[config.mk]
export PLATFORM = sky130hd
export DESIGN_NAME = flash_bus_front
export DESIGN_NICKNAME = d
export VERILOG_FILES = /design/src/rtl/flash_fe_pkg.sv /design/src/rtl/strobe_decode.sv /design/src/rtl/write_qual.sv /design/src/rtl/reset_seq.sv /design/src/rtl/flash_bus_front.sv
export SDC_FILE = /design/constraint.sdc
export NUM_CORES = 1
export LEC_CHECK = 0
export BUFFER_PORTS_ARGS = -buffer_cell sky130_fd_sc_hd__buf_2
export CORE_ASPECT_RATIO = 0.75
export CORE_MARGIN = 5
export CORE_UTILIZATION = 45
export CTS_BUF_LIST = sky130_fd_sc_hd__clkbuf_4 sky130_fd_sc_hd__clkbuf_8 sky130_fd_sc_hd__clkbuf_16
export CTS_CLUSTER_DIAMETER = 40
export CTS_CLUSTER_SIZE = 24
export DETAILED_ROUTE_END_ITERATION = 12
export PLACE_DENSITY = 0.83
export SYNTH_ARGS = -nofsm -noshare
export SYNTH_HDL_FRONTEND = slang
export SYNTH_SLANG_ARGS = --single-unit
[constraint.sdc]
create_clock -name clk -period 5.9 [get_ports clk]
set_clock_uncertainty 0.05 [all_clocks]
set_input_delay 1.18 -clock clk [delete_from_list [all_inputs] [get_ports clk]]
set_output_delay 1.18 -clock clk [all_outputs]
set_load 0.03 [all_outputs]
[src/rtl/flash_fe_pkg.sv]
// Shared types for the flash bus front end.
package flash_fe_pkg;
    // One bus operation per clock, decoded from the strobes.
    typedef enum logic [2:0] {
        OP_RESET,
        OP_STANDBY,
        OP_READ,
        OP_WRITE,
        OP_OUTDIS,
        OP_CONFLICT
    } bus_op_e;
endpackage

[src/rtl/strobe_decode.sv]
// Decodes the strobe pins into one bus operation.
// Assumes: the pins are synchronous. The reset pin has priority over
// everything, and chip select over the two enables.
module strobe_decode
    import flash_fe_pkg::*;
(
    input  logic    chip_sel_n,
    input  logic    out_en_n,
    input  logic    wr_en_n,
    input  logic    hw_reset_n,
    output bus_op_e op
);
    // Priority decode of the strobe combination.
    always_comb begin
        if (!hw_reset_n)                 op = OP_RESET;
        else if (chip_sel_n)             op = OP_STANDBY;
        else if (!out_en_n && wr_en_n)   op = OP_READ;
        else if (out_en_n && !wr_en_n)   op = OP_WRITE;
        else if (out_en_n && wr_en_n)    op = OP_OUTDIS;
        else                             op = OP_CONFLICT;
    end
endmodule

[src/rtl/write_qual.sv]
// Qualifies write strobes and issues one command per good write.
// Behaviour:
// - A write must be held for MIN_PULSE edges before it can count.
// - A write already present at power-up is locked out, and so is any
//   write while the lockout input is high.
// - Address and data are held from the last asserted cycle and are
//   released as a one-cycle pulse when the write ends cleanly.
// Assumes: MIN_PULSE >= 1.
module write_qual
    import flash_fe_pkg::*;
#(
    parameter int AW        = 18,
    parameter int MIN_PULSE = 3
) (
    input  logic          clk,
    input  logic          rst_n,
    input  bus_op_e       op,
    input  logic          supply_low,
    input  logic          narrow_mode,
    input  logic [AW-1:0] addr,
    input  logic [15:0]   dq_in,
    output logic          cmd_valid,
    output logic [AW:0]   cmd_addr,
    output logic [15:0]   cmd_data,
    output logic          cmd_wide
);
    localparam int CW = $clog2(MIN_PULSE + 1);

    logic          lock;
    logic [CW-1:0] cnt;
    logic          wr_on;
    logic          clean_end;

    assign wr_on     = (op == OP_WRITE) && !lock && !supply_low;
    assign clean_end = (cnt == CW'(MIN_PULSE)) && !supply_low &&
                       ((op == OP_STANDBY) || (op == OP_OUTDIS));

    // Power-up and lockout guard: it clears once the strobes leave the write combination.
    always_ff @(posedge clk) begin
        if (!rst_n || supply_low) lock <= 1'b1;
        else if (op != OP_WRITE)  lock <= 1'b0;
    end

    // Pulse-width counter, saturating at MIN_PULSE.
    always_ff @(posedge clk) begin
        if (!rst_n || !wr_on)           cnt <= '0;
        else if (cnt != CW'(MIN_PULSE)) cnt <= cnt + CW'(1);
    end

    // Hold the address and data of the latest asserted write cycle.
    always_ff @(posedge clk) begin
        if (!rst_n) begin
            cmd_addr <= '0;
            cmd_data <= '0;
            cmd_wide <= 1'b1;
        end else if (wr_on) begin
            cmd_addr <= narrow_mode ? {addr, dq_in[15]} : {addr, 1'b0};
            cmd_data <= narrow_mode ? {8'h00, dq_in[7:0]} : dq_in;
            cmd_wide <= !narrow_mode;
        end
    end

    // One-cycle command pulse when a qualified write ends cleanly.
    always_ff @(posedge clk) begin
        if (!rst_n) cmd_valid <= 1'b0;
        else        cmd_valid <= clean_end;
    end

    a_r4_single_pulse: assert property (@(posedge clk) disable iff (!rst_n)
        cmd_valid |=> !cmd_valid);
    a_r8_lockout_blocks: assert property (@(posedge clk) disable iff (!rst_n)
        supply_low |=> !cmd_valid);
    a_r9_reset_discards: assert property (@(posedge clk) disable iff (!rst_n)
        (op == OP_RESET) |=> !cmd_valid);
    a_r6_conflict_discards: assert property (@(posedge clk) disable iff (!rst_n)
        (op == OP_CONFLICT) |=> !cmd_valid);
endmodule

[src/rtl/reset_seq.sv]
// Tracks the busy flag of the stand-in embedded operation and runs the
// recovery interval after a hardware reset.
// Assumes: REC_IDLE >= 1 and REC_BUSY >= 1. The operation strobes only
// arrive while the reset pin is high.
module reset_seq #(
    parameter int REC_BUSY = 20,
    parameter int REC_IDLE = 2
) (
    input  logic clk,
    input  logic rst_n,
    input  logic hw_reset_n,
    input  logic emb_start,
    input  logic emb_done,
    output logic ready
);
    localparam int RMAX = (REC_BUSY > REC_IDLE) ? REC_BUSY : REC_IDLE;
    localparam int RW   = $clog2(RMAX + 1);

    logic          busy, busy_n;
    logic          hw_q;
    logic [RW-1:0] rec, rec_n;

    // Next-state logic: a falling pin loads the recovery count; otherwise count down and track busy.
    always_comb begin
        busy_n = busy;
        rec_n  = rec;
        if (!hw_reset_n && hw_q) begin
            rec_n  = busy ? RW'(REC_BUSY) : RW'(REC_IDLE);
            busy_n = 1'b0;
        end else begin
            if (rec != '0) rec_n = rec - RW'(1);
            if (hw_reset_n) begin
                if (emb_done)  busy_n = 1'b0;
                if (emb_start) busy_n = 1'b1;
            end
        end
    end

    // State registers and the registered ready output.
    always_ff @(posedge clk) begin
        if (!rst_n) begin
            busy  <= 1'b0;
            rec   <= '0;
            hw_q  <= 1'b1;
            ready <= 1'b1;
        end else begin
            busy  <= busy_n;
            rec   <= rec_n;
            hw_q  <= hw_reset_n;
            ready <= !busy_n && (rec_n == '0);
        end
    end

    a_r12_start_busy: assert property (@(posedge clk) disable iff (!rst_n)
        (emb_start && hw_reset_n) |=> !ready);
    a_r10_fall_not_ready: assert property (@(posedge clk) disable iff (!rst_n)
        (!hw_reset_n && hw_q) |=> !ready);
    a_r11_recovery_ends: assert property (@(posedge clk) disable iff (!rst_n)
        (rec == RW'(1) && hw_reset_n && !busy && !emb_start) |=> ready);
endmodule

[src/rtl/flash_bus_front.sv]
// Top of the flash bus front end. It wires the strobe decoder, the write
// qualifier and the reset sequencer together, and holds the read-path
// muxing for word and byte modes.
// Assumes: all pins are synchronous to clk.
module flash_bus_front
    import flash_fe_pkg::*;
#(
    parameter int AW        = 18,
    parameter int MIN_PULSE = 3,
    parameter int REC_BUSY  = 20,
    parameter int REC_IDLE  = 2
) (
    input  logic          clk,
    input  logic          rst_n,
    input  logic          chip_sel_n,
    input  logic          out_en_n,
    input  logic          wr_en_n,
    input  logic          hw_reset_n,
    input  logic          narrow_mode,
    input  logic          supply_low,
    input  logic [AW-1:0] addr,
    input  logic [15:0]   dq_in,
    input  logic [15:0]   array_rdata,
    input  logic          emb_start,
    input  logic          emb_done,
    output logic          rd_en,
    output logic [AW:0]   rd_addr,
    output logic [15:0]   dq_out,
    output logic          dq_oe_lo,
    output logic          dq_oe_hi,
    output logic          cmd_valid,
    output logic [AW:0]   cmd_addr,
    output logic [15:0]   cmd_data,
    output logic          cmd_wide,
    output logic          ready
);
    bus_op_e op;

    strobe_decode u_dec (
        .chip_sel_n (chip_sel_n),
        .out_en_n   (out_en_n),
        .wr_en_n    (wr_en_n),
        .hw_reset_n (hw_reset_n),
        .op         (op)
    );

    write_qual #(.AW(AW), .MIN_PULSE(MIN_PULSE)) u_wq (
        .clk         (clk),
        .rst_n       (rst_n),
        .op          (op),
        .supply_low  (supply_low),
        .narrow_mode (narrow_mode),
        .addr        (addr),
        .dq_in       (dq_in),
        .cmd_valid   (cmd_valid),
        .cmd_addr    (cmd_addr),
        .cmd_data    (cmd_data),
        .cmd_wide    (cmd_wide)
    );

    reset_seq #(.REC_BUSY(REC_BUSY), .REC_IDLE(REC_IDLE)) u_rs (
        .clk        (clk),
        .rst_n      (rst_n),
        .hw_reset_n (hw_reset_n),
        .emb_start  (emb_start),
        .emb_done   (emb_done),
        .ready      (ready)
    );

    // Read request and address: in byte mode pin 15 supplies the address LSB.
    always_comb begin
        rd_en   = (op == OP_READ);
        rd_addr = narrow_mode ? {addr, dq_in[15]} : {addr, 1'b0};
    end

    // Output data and drive enables for the two halves of the bus.
    always_comb begin
        dq_oe_lo = (op == OP_READ);
        dq_oe_hi = (op == OP_READ) && !narrow_mode;
        if (narrow_mode)
            dq_out = {8'h00, dq_in[15] ? array_rdata[15:8] : array_rdata[7:0]};
        else
            dq_out = array_rdata;
    end

    a_r9_reset_floats: assert property (@(posedge clk) disable iff (!rst_n)
        !hw_reset_n |-> (!dq_oe_lo && !dq_oe_hi && !rd_en));
    a_r3_high_half_wide_only: assert property (@(posedge clk) disable iff (!rst_n)
        dq_oe_hi |-> (dq_oe_lo && !narrow_mode));
    a_r2_standby_floats: assert property (@(posedge clk) disable iff (!rst_n)
        chip_sel_n |-> (!dq_oe_lo && !rd_en));
endmodule

==> impl_metrics.prom, run 1 <==
# TYPE chip_impl_metric gauge
chip_impl_metric{name="num-nets-final",unit=""} 438
chip_impl_metric{name="clock_insertion_delay_worst_skew",unit="ns"} 0.29
chip_impl_info{name="setup.worst_path.class",value="primary input to primary output"} 1
chip_impl_metric{name="maximum_number_of_pins_on_one_net_before_global_route_repair",unit=""} 81
chip_impl_metric{name="grt_first_pass_wirelength",unit="µm"} 8963
chip_impl_metric{name="finalWeightedCongestion",unit=""} 0.7505
chip_impl_metric{name="path_max_fanout",unit=""} 5
chip_impl_metric{name="floorplan.initialDensity",unit="%"} 45.84
chip_impl_metric{name="synth_edf_count",unit=""} 0
chip_impl_metric{name="holdWs",unit="ns"} 0.4084
chip_impl_metric{name="syn-cell-area",unit="µm²"} 2221
chip_impl_metric{name="async_reset_ff_share",unit="%"} 0
chip_impl_metric{name="cellLeakagePower",unit="nW"} 1.369
chip_impl_info{name="layout.cells.most_common",value="sky130_fd_sc_hd__buf_2"} 1
chip_impl_metric{name="clockBufferDepth",unit=""} 2
chip_impl_metric{name="rows",unit=""} 22
chip_impl_metric{name="vias",unit=""} 2126
chip_impl_metric{name="vias_per_cell",unit=""} 4.887
chip_impl_metric{name="postSynthCellCount",unit=""} 267
chip_impl_metric{name="finalCriticalPeriod",unit="ns"} 3.673
chip_impl_info{name="synthFlopType",value="sky130_fd_sc_hd__dfxtp_1"} 1
chip_impl_metric{name="hold_fix_buffers_cts",unit=""} 0
chip_impl_metric{name="max_freq",unit="MHz"} 272.2
chip_impl_metric{name="portBuffers",unit=""} 135
chip_impl_metric{name="layout-area-overhead-vs-synth",unit="%"} 29.35
chip_impl_metric{name="routed_wirelength",unit="µm"} 5495
chip_impl_info{name="unrepaired_setup_endpoints_after_global_routing",value="no"} 1
chip_impl_info{name="cts_tree",value="built"} 1
chip_impl_metric{name="post_cts.repair.setup_buffers",unit=""} 0
chip_impl_metric{name="syn-mean-instance-area",unit="µm²"} 8.318
chip_impl_metric{name="cts.clk_slew.worst_paths",unit="ns"} 0.08
chip_impl_metric{name="numClockSinks",unit=""} 48
chip_impl_metric{name="dp_hpwl",unit="µm"} 4236
chip_impl_metric{name="crit_required",unit="ns"} 4.67
chip_impl_metric{name="power",unit="µW"} 673.3
chip_impl_metric{name="fin_cells",unit=""} 435
chip_impl_metric{name="yosysUniqueCellTypes",unit=""} 32
chip_impl_metric{name="dp_cells",unit=""} 427
chip_impl_metric{name="post_route_setup_tns",unit="ns"} 0
chip_impl_metric{name="postSynthRegisterBits",unit=""} 48
chip_impl_metric{name="power_per_cell_area",unit="nW/µm²"} 234.4
chip_impl_metric{name="fp.dieArea",unit="µm²"} 6455
chip_impl_metric{name="drc",unit=""} 0
chip_impl_info{name="timing.hold.worst.class",value="flop to flop"} 1
chip_impl_metric{name="critical_path_buf_inv_count",unit=""} 3
chip_impl_metric{name="critPathMaxStageDelay",unit="ns"} 0.47
chip_impl_metric{name="final_hold_viol_count",unit=""} 0
chip_impl_info{name="crit_path_start_kind",value="primary input"} 1
chip_impl_metric{name="n_antenna_cell",unit=""} 0
chip_impl_metric{name="final-max-slew-violation-count",unit=""} 0
chip_impl_metric{name="yosysWarningCount",unit=""} 0
chip_impl_metric{name="grt_pass1_vias",unit=""} 1949
chip_impl_metric{name="power.ir.vdd_worst",unit="mV"} 0.1786
chip_impl_info{name="crit_path_cell_trace",value="buf_2, inv_1, ha_1, or3b_1, nor3_1, buf_2"} 1
chip_impl_metric{name="maxCapViolations",unit=""} 0
chip_impl_info{name="outcome",value="complete, no violations"} 1
chip_impl_metric{name="cts_max_level",unit=""} 2
chip_impl_metric{name="worst_slew_margin_rel",unit="%"} 52.57
chip_impl_metric{name="floorplan.io_pins",unit=""} 136
chip_impl_metric{name="drt_first_iter_violations",unit=""} 64
chip_impl_metric{name="final_layout_size_suffix_gt1_share",unit="%"} 42.13
chip_impl_metric{name="number_of_endpoints_failing_setup_at_the_final_stage",unit=""} 0
chip_impl_metric{name="dieHeight",unit="µm"} 70.84
chip_impl_info{name="largest_delay_contributor_family_on_the_critical_path",value="simple AND/OR/NAND/NOR gates"} 1
chip_impl_info{name="setup_crit_end_kind",value="primary output"} 1
chip_impl_metric{name="final_core_utilization",unit="%"} 59.30
chip_impl_metric{name="fin_crit_sh",unit="%"} 62.26
chip_impl_metric{name="mappedNetlistNets",unit=""} 331
chip_impl_metric{name="arrival",unit="ns"} 2.44
chip_impl_metric{name="grt.overflow.total",unit=""} 0
chip_impl_info{name="clock-root-buffer",value="sky130_fd_sc_hd__clkbuf_8"} 1
chip_impl_metric{name="placeableCoreArea",unit="µm²"} 4845
chip_impl_info{name="worst_path_max_delay_cell",value="sky130_fd_sc_hd__or3b_1"} 1
chip_impl_metric{name="die_span_x",unit="µm"} 91.12
chip_impl_metric{name="grt_antenna_before_repair",unit=""} 0
chip_impl_metric{name="firstDrtPassIters",unit=""} 4
chip_impl_metric{name="ant_nets",unit=""} 0
chip_impl_metric{name="worstMarginPinSlew",unit="ns"} 0.7115
chip_impl_metric{name="ys_seq_area_share",unit="%"} 43.27
chip_impl_metric{name="fillerInstances",unit=""} 475
chip_impl_metric{name="tritoncts.num_buffers",unit=""} 5
chip_impl_metric{name="drt-wirelength-per-cell",unit="µm"} 12.63
chip_impl_info{name="most-common-layout-cells",value="sky130_fd_sc_hd__buf_2 (135), sky130_fd_sc_hd__dfxtp_1 (48), sky130_fd_sc_hd__nand2_1 (38), sky130_fd_sc_hd__o21ai_0 (38), sky130_fd_sc_hd__nand3_1 (27)"} 1
chip_impl_metric{name="postCtsResizedCells",unit=""} 0
chip_impl_info{name="crit_path_frequent_cell",value="sky130_fd_sc_hd__buf_2"} 1
chip_impl_metric{name="gr-usage-all-layers",unit="%"} 16.53
## per-stage QoR
stage                     instance area [µm²]  setup WS (ns)
after global routing                     2873          2.121
final                                    2873          2.227
after detailed placement                 2775          2.233
after CTS                                2873          2.227
after floorplan                          2221          1.970
after global placement                   2775          2.248
## power by group
part | switching, mW | internal, mW
logic | 0.0816 | 0.0502
registers | 0.00536 | 0.331
clock network | 0.101 | 0.105
total | 0.188 | 0.486
## synth_stat cells, types with 2 or more instances
master / number / area [µm²]
sky130_fd_sc_hd__mux2i_1: 2 / 20.02
sky130_fd_sc_hd__inv_1: 6 / 22.52
sky130_fd_sc_hd__buf_4: 19 / 142.6
sky130_fd_sc_hd__buf_2: 4 / 20.02
sky130_fd_sc_hd__nand2b_1: 4 / 25.02
sky130_fd_sc_hd__and2_1: 2 / 12.51
sky130_fd_sc_hd__xnor2_1: 2 / 17.52
sky130_fd_sc_hd__clkbuf_1: 14 / 52.55
sky130_fd_sc_hd__a21oi_1: 2 / 10.01
sky130_fd_sc_hd__ha_1: 4 / 50.05
sky130_fd_sc_hd__o31ai_1: 2 / 15.01
sky130_fd_sc_hd__o21ai_0: 38 / 190.2
sky130_fd_sc_hd__nand3_1: 27 / 135.1
sky130_fd_sc_hd__or4_1: 2 / 15.01
sky130_fd_sc_hd__dfxtp_1: 48 / 960.9
sky130_fd_sc_hd__nor2b_1: 10 / 62.56
sky130_fd_sc_hd__nor3_1: 6 / 30.03
sky130_fd_sc_hd__nand2_1: 38 / 142.6
sky130_fd_sc_hd__nor2_1: 10 / 37.54
sky130_fd_sc_hd__mux2_2: 8 / 90.09
sky130_fd_sc_hd__nand4b_1: 8 / 70.07
## final cells by class
class | count | area, µm² | area share, %
Inverter | 6 | 22.52 | 0.7840
Multi-Input combinational cell | 175 | 1018 | 35.45
Clock buffer | 8 | 97.59 | 3.397
Sequential cell | 48 | 960.9 | 33.45
Timing Repair Buffer | 138 | 698.2 | 24.30
Tap cell | 60 | 75.07 | 2.613
## sequential cells by signal, indices dropped and copies added (netlist names)
name / flops
u_wq.cmd_wide: 1
u_rs.hw_q: 1
u_wq.cmd_addr: 19
u_wq.lock: 1
u_wq.cmd_valid: 1
u_wq.cnt: 2
u_wq.cmd_data: 16
u_rs.ready: 1
u_rs.rec: 5
u_rs.busy: 1
## final timing paths
| check | start | end | slack, ns | cells after the start |
|---|---|---|---|---|
| setup / recovery | out_en_n | dq_oe_hi | 2.23 | 6 |
| hold / removal | u_wq.cmd_addr[15]$_SDFFE_PN0P_ | u_wq.cmd_addr[15]$_SDFFE_PN0P_ | 0.41 | 2 |
| setup reg to reg | u_rs.rec[0]$_SDFF_PN0_ | u_rs.ready$_SDFF_PN1_ | 4.09 | 5 |
| hold reg to reg | u_wq.cmd_addr[15]$_SDFFE_PN0P_ | u_wq.cmd_addr[15]$_SDFFE_PN0P_ | 0.41 | 2 |
## worst min-delay path, stage by stage, from the launching register on
cell,delay [ns]
sky130_fd_sc_hd__dfxtp_1,0.31
sky130_fd_sc_hd__nand2_1,0.04
sky130_fd_sc_hd__o21ai_0,0.06
## layer usage
metal	up-vias	wire length (µm)	GRT usage, %
met5	-	0	0
met4	0	59	5.049
met3	7	388	5.420
met2	63	2748	28.72
met1	955	2300	19.45
li1	1101	-	-
## kinds of logic after synthesis
logic type | Yosys count | share of synthesized area, %
mux | 10 | 4.958
fa+ha+maj | 4 | 2.254
compound gates | 46 | 11.16
flops | 48 | 43.27
buf+inv | 44 | 10.87
xor+xnor | 3 | 1.183
simple gates | 112 | 26.31
Power figures use the tool's default switching activity.
==> run 2, diff against run 1 <==
- CORE_UTILIZATION: 45 -> 43
- PLACE_DENSITY: 0.83 -> 0.8
- clock period: 5.9 -> 3.8 ns (I/O delays scaled with it)
==> impl_metrics.prom, run 2 (synthesis results as in run 1) <==
# TYPE chip_impl_metric gauge
chip_impl_metric{name="routed_wirelength",unit="µm"} 5552
chip_impl_info{name="clock-root-buffer",value="sky130_fd_sc_hd__clkbuf_8"} 1
chip_impl_metric{name="power.ir.vdd_worst",unit="mV"} 0.1754
chip_impl_metric{name="clockBufferDepth",unit=""} 2
chip_impl_metric{name="placeableCoreArea",unit="µm²"} 4955
chip_impl_metric{name="post_route_setup_tns",unit="ns"} 0
chip_impl_metric{name="layout-area-overhead-vs-synth",unit="%"} 29.01
chip_impl_metric{name="ant_nets",unit=""} 0
chip_impl_metric{name="critPathMaxStageDelay",unit="ns"} 0.46
chip_impl_info{name="layout.cells.most_common",value="sky130_fd_sc_hd__buf_2"} 1
chip_impl_metric{name="fillerInstances",unit=""} 465
chip_impl_metric{name="maximum_number_of_pins_on_one_net_before_global_route_repair",unit=""} 73
chip_impl_metric{name="power_per_cell_area",unit="nW/µm²"} 361.9
chip_impl_metric{name="critical_path_buf_inv_count",unit=""} 3
chip_impl_info{name="reg2reg_from",value="u_rs.rec[0]$_SDFF_PN0_"} 1
chip_impl_metric{name="dp_cells",unit=""} 426
chip_impl_info{name="timing.hold.worst.class",value="flop to flop"} 1
chip_impl_info{name="setup.worst_path.class",value="primary input to primary output"} 1
chip_impl_metric{name="crit_required",unit="ns"} 2.99
chip_impl_metric{name="finalCriticalPeriod",unit="ns"} 2.822
chip_impl_metric{name="floorplan.io_pins",unit=""} 136
chip_impl_metric{name="power",unit="mW"} 1.037
chip_impl_metric{name="worstMarginPinSlew",unit="ns"} 0.5960
chip_impl_metric{name="m3_gr_usage",unit="%"} 5.285
chip_impl_info{name="crit_path_frequent_cell",value="sky130_fd_sc_hd__buf_2"} 1
chip_impl_metric{name="numClockSinks",unit=""} 48
chip_impl_metric{name="clock_insertion_delay_worst_skew",unit="ns"} 0.29
chip_impl_metric{name="fin_crit_sh",unit="%"} 74.26
chip_impl_info{name="crit_path_cell_trace",value="buf_2, inv_1, ha_1, or3b_1, nor3_1, buf_2"} 1
chip_impl_metric{name="global_route_track_usage_on_met1",unit="%"} 19.58
chip_impl_metric{name="vias_per_cell",unit=""} 4.954
chip_impl_metric{name="number_of_endpoints_failing_setup_at_the_final_stage",unit=""} 0
chip_impl_metric{name="arrival",unit="ns"} 2.01
chip_impl_metric{name="grt_pass1_vias",unit=""} 1931
chip_impl_metric{name="n_antenna_cell",unit=""} 0
chip_impl_metric{name="finalWeightedCongestion",unit=""} 0.7327
chip_impl_metric{name="grt_first_pass_wirelength",unit="µm"} 8742
chip_impl_info{name="layout_top_registers",value="u_wq.cmd_addr: 19 flops, u_wq.cmd_data: 16 flops, u_rs.rec: 5 flops"} 1
chip_impl_metric{name="drt-wirelength-per-cell",unit="µm"} 12.79
chip_impl_metric{name="post_cts.repair.setup_buffers",unit=""} 0
chip_impl_metric{name="die_span_x",unit="µm"} 92.99
chip_impl_info{name="outcome",value="complete, no violations"} 1
chip_impl_info{name="globalRoute.busiestLayer",value="met2"} 1
chip_impl_metric{name="drt_first_iter_violations",unit=""} 55
chip_impl_metric{name="firstDrtPassIters",unit=""} 4
chip_impl_metric{name="grt.overflow.total",unit=""} 0
chip_impl_metric{name="final_layout_size_suffix_gt1_share",unit="%"} 41.98
chip_impl_metric{name="worst-r2r-setup-slack",unit="ns"} 1.99
chip_impl_info{name="max_flop_register",value="u_wq.cmd_addr"} 1
chip_impl_info{name="unrepaired_setup_endpoints_after_global_routing",value="no"} 1
chip_impl_metric{name="final_hold_viol_count",unit=""} 0
chip_impl_metric{name="worst_slew_margin_rel",unit="%"} 60.27
chip_impl_metric{name="num-nets-final",unit=""} 437
chip_impl_metric{name="final-max-slew-violation-count",unit=""} 0
chip_impl_info{name="timing.hold.worst.start",value="u_wq.cmd_addr[16]$_SDFFE_PN0P_"} 1
chip_impl_metric{name="hold_fix_buffers_cts",unit=""} 0
chip_impl_metric{name="vias",unit=""} 2150
chip_impl_metric{name="cts.clk_slew.worst_paths",unit="ns"} 0.08
chip_impl_metric{name="cellLeakagePower",unit="nW"} 1.360
chip_impl_metric{name="path_max_fanout",unit=""} 5
chip_impl_info{name="most-common-layout-cells",value="sky130_fd_sc_hd__buf_2 (135), sky130_fd_sc_hd__dfxtp_1 (48), sky130_fd_sc_hd__nand2_1 (38), sky130_fd_sc_hd__o21ai_0 (38), sky130_fd_sc_hd__nand3_1 (27)"} 1
chip_impl_metric{name="fp.dieArea",unit="µm²"} 6717
chip_impl_metric{name="rows",unit=""} 22
chip_impl_metric{name="number_of_flip_flops_under_the_largest_register_name",unit=""} 19
chip_impl_metric{name="holdWs",unit="ns"} 0.4035
chip_impl_metric{name="gr-usage-all-layers",unit="%"} 15.86
chip_impl_metric{name="grtUsageMet2",unit="%"} 27.29
chip_impl_metric{name="drc",unit=""} 0
chip_impl_info{name="crit_path_start_kind",value="primary input"} 1
chip_impl_info{name="worst_path_max_delay_cell",value="sky130_fd_sc_hd__or3b_1"} 1
chip_impl_metric{name="maxCapViolations",unit=""} 0
chip_impl_metric{name="dieHeight",unit="µm"} 72.24
chip_impl_metric{name="postCtsResizedCells",unit=""} 0
chip_impl_metric{name="portBuffers",unit=""} 135
chip_impl_info{name="worstHoldEndpoint",value="u_wq.cmd_addr[16]$_SDFFE_PN0P_"} 1
chip_impl_info{name="largest_delay_contributor_family_on_the_critical_path",value="simple AND/OR/NAND/NOR gates"} 1
chip_impl_metric{name="cts_max_level",unit=""} 2
chip_impl_metric{name="fin_cells",unit=""} 434
chip_impl_metric{name="grt_antenna_before_repair",unit=""} 0
chip_impl_metric{name="max_freq",unit="MHz"} 354.4
chip_impl_info{name="worst_r2r_endpoint",value="u_rs.rec[1]$_SDFF_PN0_"} 1
chip_impl_metric{name="worst_hold_path.num_cells",unit=""} 2
chip_impl_metric{name="floorplan.initialDensity",unit="%"} 44.82
chip_impl_info{name="setup_crit_end_kind",value="primary output"} 1
chip_impl_metric{name="worst_slack",unit="ns"} 0.9782
chip_impl_metric{name="dp_hpwl",unit="µm"} 4325
chip_impl_info{name="cts_tree",value="built"} 1
chip_impl_metric{name="timing.reg2reg.worst_path_depth",unit=""} 6
chip_impl_metric{name="detailedPlace.worstSlack",unit="ns"} 0.9807
chip_impl_metric{name="tritoncts.num_buffers",unit=""} 5
-- run 2: cell types whose count changed in the layout (fill, tap and decap cells not counted) --
cell	change
sky130_fd_sc_hd__buf_4	-1
sky130_fd_sc_hd__clkinvlp_4	+1
sky130_fd_sc_hd__clkbuf_4	-1
-- run 2: power by group --
group | switching, mW | internal (mW) | leakage [nW]
sequential | 0.00820 | 0.514 | 0.389
combinational | 0.124 | 0.0775 | 0.923
clock | 0.158 | 0.155 | 0.0479
total | 0.291 | 0.746 | 1.36
-- run 2: stage by stage --
step | utilization, % | area (µm²)
3_3_place_gp | 55.86 | 2768
6_report | 57.83 | 2865
4_1_cts | 57.83 | 2865
2_1_floorplan | - | 2221
5_1_grt | 57.83 | 2865
3_5_place_dp | 55.86 | 2768
-- run 2: area by class of cell --
type                    count  area [µm²]  share of cell area [%]
clock buffers               7       90.09                   3.144
clock inverters             1       7.507                  0.2620
repair buffers            137       690.7                   24.10
multi-input cells         175        1018                   35.55
flip-flops and latches     48       960.9                   33.54
well taps                  60       75.07                   2.620
inverters                   6       22.52                  0.7860
-- run 2: worst max path at each step --
| stage | cells after the start | start | slack, ns | to |
|---|---|---|---|---|
| floorplan | 6 | out_en_n | 0.71 | rd_en |
| global placement | 6 | out_en_n | 1.01 | dq_oe_hi |
| detailed placement | 6 | out_en_n | 0.98 | dq_oe_hi |
| CTS | 6 | out_en_n | 0.97 | dq_oe_hi |
| global route | 6 | out_en_n | 0.87 | dq_oe_lo |
| finish | 6 | out_en_n | 0.98 | dq_oe_hi |
-- run 2: worst reg2reg max path: cells and delay by family, from the launching register on --
family          cells  cell delay [ns]
flops               1             0.33
mux                 1             0.23
buf+inv             1             0.11
fa+ha+maj           1             0.20
compound gates      1             0.10
simple gates        2             0.73
-- run 2: per-layer routing --
metal	part of all wire [%]	vias to the layer above	routed length, µm
met5	0	-	0
met1	42	962	2341
met2	48	87	2659
met4	0.31	0	17
met3	9.6	2	534
li1	-	1099	-
==> run 3, diff against run 2 <==
- clock period: 3.8 -> 3 ns (I/O delays scaled with it)
==> impl_metrics.prom, run 3 (synthesis results as in run 1) <==
# TYPE chip_impl_metric gauge
chip_impl_metric{name="post_cts.repair.setup_buffers",unit=""} 0
chip_impl_metric{name="floorplan.initialDensity",unit="%"} 44.82
chip_impl_metric{name="num-nets-final",unit=""} 438
chip_impl_info{name="setup_crit_end_kind",value="primary output"} 1
chip_impl_metric{name="crit_required",unit="ns"} 2.35
chip_impl_metric{name="timing.reg2reg.worst_path_depth",unit=""} 5
chip_impl_info{name="outcome",value="complete, no violations"} 1
chip_impl_metric{name="swShare",unit="%"} 27.67
chip_impl_metric{name="hold_fix_buffers_cts",unit=""} 0
chip_impl_metric{name="clockBufferDepth",unit=""} 2
chip_impl_metric{name="final-seq-area",unit="µm²"} 960.9
chip_impl_metric{name="final_layout_size_suffix_gt1_share",unit="%"} 42.13
chip_impl_metric{name="placeableCoreArea",unit="µm²"} 4955
chip_impl_info{name="clock-root-buffer",value="sky130_fd_sc_hd__clkbuf_8"} 1
chip_impl_metric{name="numClockSinks",unit=""} 48
chip_impl_info{name="layout_top_registers",value="u_wq.cmd_addr: 19 flops, u_wq.cmd_data: 16 flops, u_rs.rec: 5 flops"} 1
chip_impl_metric{name="cellLeakagePower",unit="nW"} 1.373
chip_impl_metric{name="cts.clk_slew.worst_paths",unit="ns"} 0.08
chip_impl_metric{name="post_route_setup_tns",unit="ns"} 0
chip_impl_metric{name="arrival",unit="ns"} 1.88
chip_impl_metric{name="clock_power_share",unit="%"} 33.3
chip_impl_metric{name="vias",unit=""} 2133
chip_impl_metric{name="multi_input_area",unit="µm²"} 1018
chip_impl_metric{name="grt_antenna_before_repair",unit=""} 0
chip_impl_metric{name="floorplan.io_pins",unit=""} 136
chip_impl_info{name="worst_r2r_endpoint",value="u_rs.ready$_SDFF_PN1_"} 1
chip_impl_metric{name="fillerInstances",unit=""} 455
chip_impl_metric{name="grt_pass1_vias",unit=""} 2022
chip_impl_metric{name="p_comb_share",unit="%"} 18.8
chip_impl_info{name="most-common-layout-cells",value="sky130_fd_sc_hd__buf_2 (135), sky130_fd_sc_hd__dfxtp_1 (48), sky130_fd_sc_hd__nand2_1 (38), sky130_fd_sc_hd__o21ai_0 (38), sky130_fd_sc_hd__nand3_1 (27)"} 1
chip_impl_metric{name="final-max-slew-violation-count",unit=""} 0
chip_impl_metric{name="dieHeight",unit="µm"} 72.24
chip_impl_metric{name="path_max_fanout",unit=""} 5
chip_impl_metric{name="maximum_number_of_pins_on_one_net_before_global_route_repair",unit=""} 80
chip_impl_info{name="setup.worst_path.class",value="primary input to primary output"} 1
chip_impl_metric{name="clock_insertion_delay_worst_skew",unit="ns"} 0.29
chip_impl_metric{name="power.ir.vdd_worst",unit="mV"} 0.2489
chip_impl_metric{name="number_of_flip_flops_under_the_largest_register_name",unit=""} 19
chip_impl_metric{name="final_core_utilization",unit="%"} 58.51
chip_impl_metric{name="cts_max_level",unit=""} 2
chip_impl_metric{name="dp_hpwl",unit="µm"} 4286
chip_impl_metric{name="p_switching",unit="µW"} 381.2
chip_impl_metric{name="firstDrtPassIters",unit=""} 4
chip_impl_metric{name="drc",unit=""} 0
chip_impl_info{name="max_flop_register",value="u_wq.cmd_addr"} 1
chip_impl_metric{name="postCtsResizedCells",unit=""} 0
chip_impl_metric{name="layout-area-overhead-vs-synth",unit="%"} 30.54
chip_impl_metric{name="worst_hold_path.num_cells",unit=""} 2
chip_impl_metric{name="dp_cells",unit=""} 427
chip_impl_metric{name="finalCriticalPeriod",unit="ns"} 2.533
chip_impl_metric{name="drt_first_iter_violations",unit=""} 91
chip_impl_metric{name="worst_slew_margin_rel",unit="%"} 52.03
chip_impl_metric{name="routed_wirelength",unit="µm"} 5604
chip_impl_metric{name="portBuffers",unit=""} 135
chip_impl_metric{name="ant_nets",unit=""} 0
chip_impl_metric{name="maxCapViolations",unit=""} 0
chip_impl_info{name="worstHoldEndpoint",value="u_wq.cmd_data[15]$_SDFFE_PN0P_"} 1
chip_impl_info{name="timing.hold.worst.start",value="u_wq.cmd_data[15]$_SDFFE_PN0P_"} 1
chip_impl_metric{name="rows",unit=""} 22
chip_impl_metric{name="fin_cells",unit=""} 435
chip_impl_metric{name="power.sequential.fraction",unit="%"} 48.0
chip_impl_metric{name="n_antenna_cell",unit=""} 0
chip_impl_info{name="timing.hold.worst.class",value="flop to flop"} 1
chip_impl_metric{name="fp.dieArea",unit="µm²"} 6717
chip_impl_metric{name="worst_slack",unit="ns"} 0.4671
chip_impl_metric{name="gr-usage-all-layers",unit="%"} 16.25
chip_impl_info{name="crit_path_start_kind",value="primary input"} 1
chip_impl_info{name="layout.cells.most_common",value="sky130_fd_sc_hd__buf_2"} 1
chip_impl_metric{name="drt-wirelength-per-cell",unit="µm"} 12.88
chip_impl_metric{name="fin_crit_sh",unit="%"} 84.43
chip_impl_metric{name="vias_per_cell",unit=""} 4.903
chip_impl_metric{name="grt.overflow.total",unit=""} 0
chip_impl_metric{name="final_hold_viol_count",unit=""} 0
chip_impl_metric{name="detailedPlace.worstSlack",unit="ns"} 0.4718
chip_impl_metric{name="power_per_cell_area",unit="nW/µm²"} 475.2
chip_impl_metric{name="worstMarginPinSlew",unit="ns"} 0.7195
chip_impl_metric{name="worst-r2r-setup-slack",unit="ns"} 1.20
chip_impl_metric{name="internal-power",unit="µW"} 996.3
chip_impl_info{name="unrepaired_setup_endpoints_after_global_routing",value="no"} 1
chip_impl_metric{name="finalWeightedCongestion",unit=""} 0.7462
chip_impl_info{name="cts_tree",value="built"} 1
chip_impl_metric{name="grt_first_pass_wirelength",unit="µm"} 8963
chip_impl_metric{name="die_span_x",unit="µm"} 92.99
chip_impl_info{name="reg2reg_from",value="u_rs.rec[0]$_SDFF_PN0_"} 1
chip_impl_metric{name="tritoncts.num_buffers",unit=""} 5
chip_impl_metric{name="max_freq",unit="MHz"} 394.8
chip_impl_metric{name="number_of_endpoints_failing_setup_at_the_final_stage",unit=""} 0
run 3: changes by cell type in the layout (fill, tap and decap cells not counted), sizes merged:
cell / delta
buf: +1
bufinv: +1
clkbuf: -2
clkinv: +1
run 3: critical path, stage by stage:
cell                     delay, ns
sky130_fd_sc_hd__buf_2        0.09
sky130_fd_sc_hd__inv_1        0.04
sky130_fd_sc_hd__ha_1         0.29
sky130_fd_sc_hd__or3b_1       0.45
sky130_fd_sc_hd__nor3_1       0.17
sky130_fd_sc_hd__buf_2        0.23
run 3: per-layer routing:
metal | global-route usage (%) | share of wire, % | wire length, µm | vias up
met4 | 3.089 | 0.45 | 25 | 0
met2 | 28.57 | 47 | 2635 | 78
met5 | 0 | 0 | 0 | -
li1 | - | - | - | 1102
met1 | 19.13 | 43 | 2405 | 949
met3 | 6.218 | 9.6 | 538 | 4
run 3: worst max-delay path by stage:
stage / startpoint / endpoint / slack (ns)
6_report: out_en_n / dq_oe_hi / 0.47
5_1_grt: out_en_n / dq_oe_hi / 0.39
4_1_cts: out_en_n / dq_oe_hi / 0.47
3_5_place_dp: out_en_n / dq_oe_hi / 0.47
3_3_place_gp: out_en_n / dq_oe_hi / 0.53
2_1_floorplan: out_en_n / rd_en / 0.23
run 3: final cells by class:
class / instances / area share (%)
sequential: 48 / 33.15
clock inverter: 3 / 1.467
tap: 60 / 2.590
clock buffer: 5 / 2.374
multi-input combinational: 175 / 35.13
timing repair buffer: 138 / 24.51
inverter: 6 / 0.7769
run 3: stage by stage:
stage          hold WS, ns  total power, mW  area [µm²]
6_report            0.4061            1.378        2899
5_1_grt             0.4359            1.442        2899
4_1_cts             0.4117            1.393        2899
3_5_place_dp        0.3989           0.9362        2788
3_3_place_gp        0.3922           0.9303        2788
2_1_floorplan       0.4176           0.8622        2221
run 3: power by group through the flow:
stage	Combinational (mW)	Sequential, mW	Clock, mW
after floorplan	0.180	0.682	0
after global placement	0.255	0.675	0
after detailed placement	0.261	0.675	0
after CTS	0.261	0.661	0.471
after global routing	0.282	0.663	0.497
final	0.259	0.661	0.458
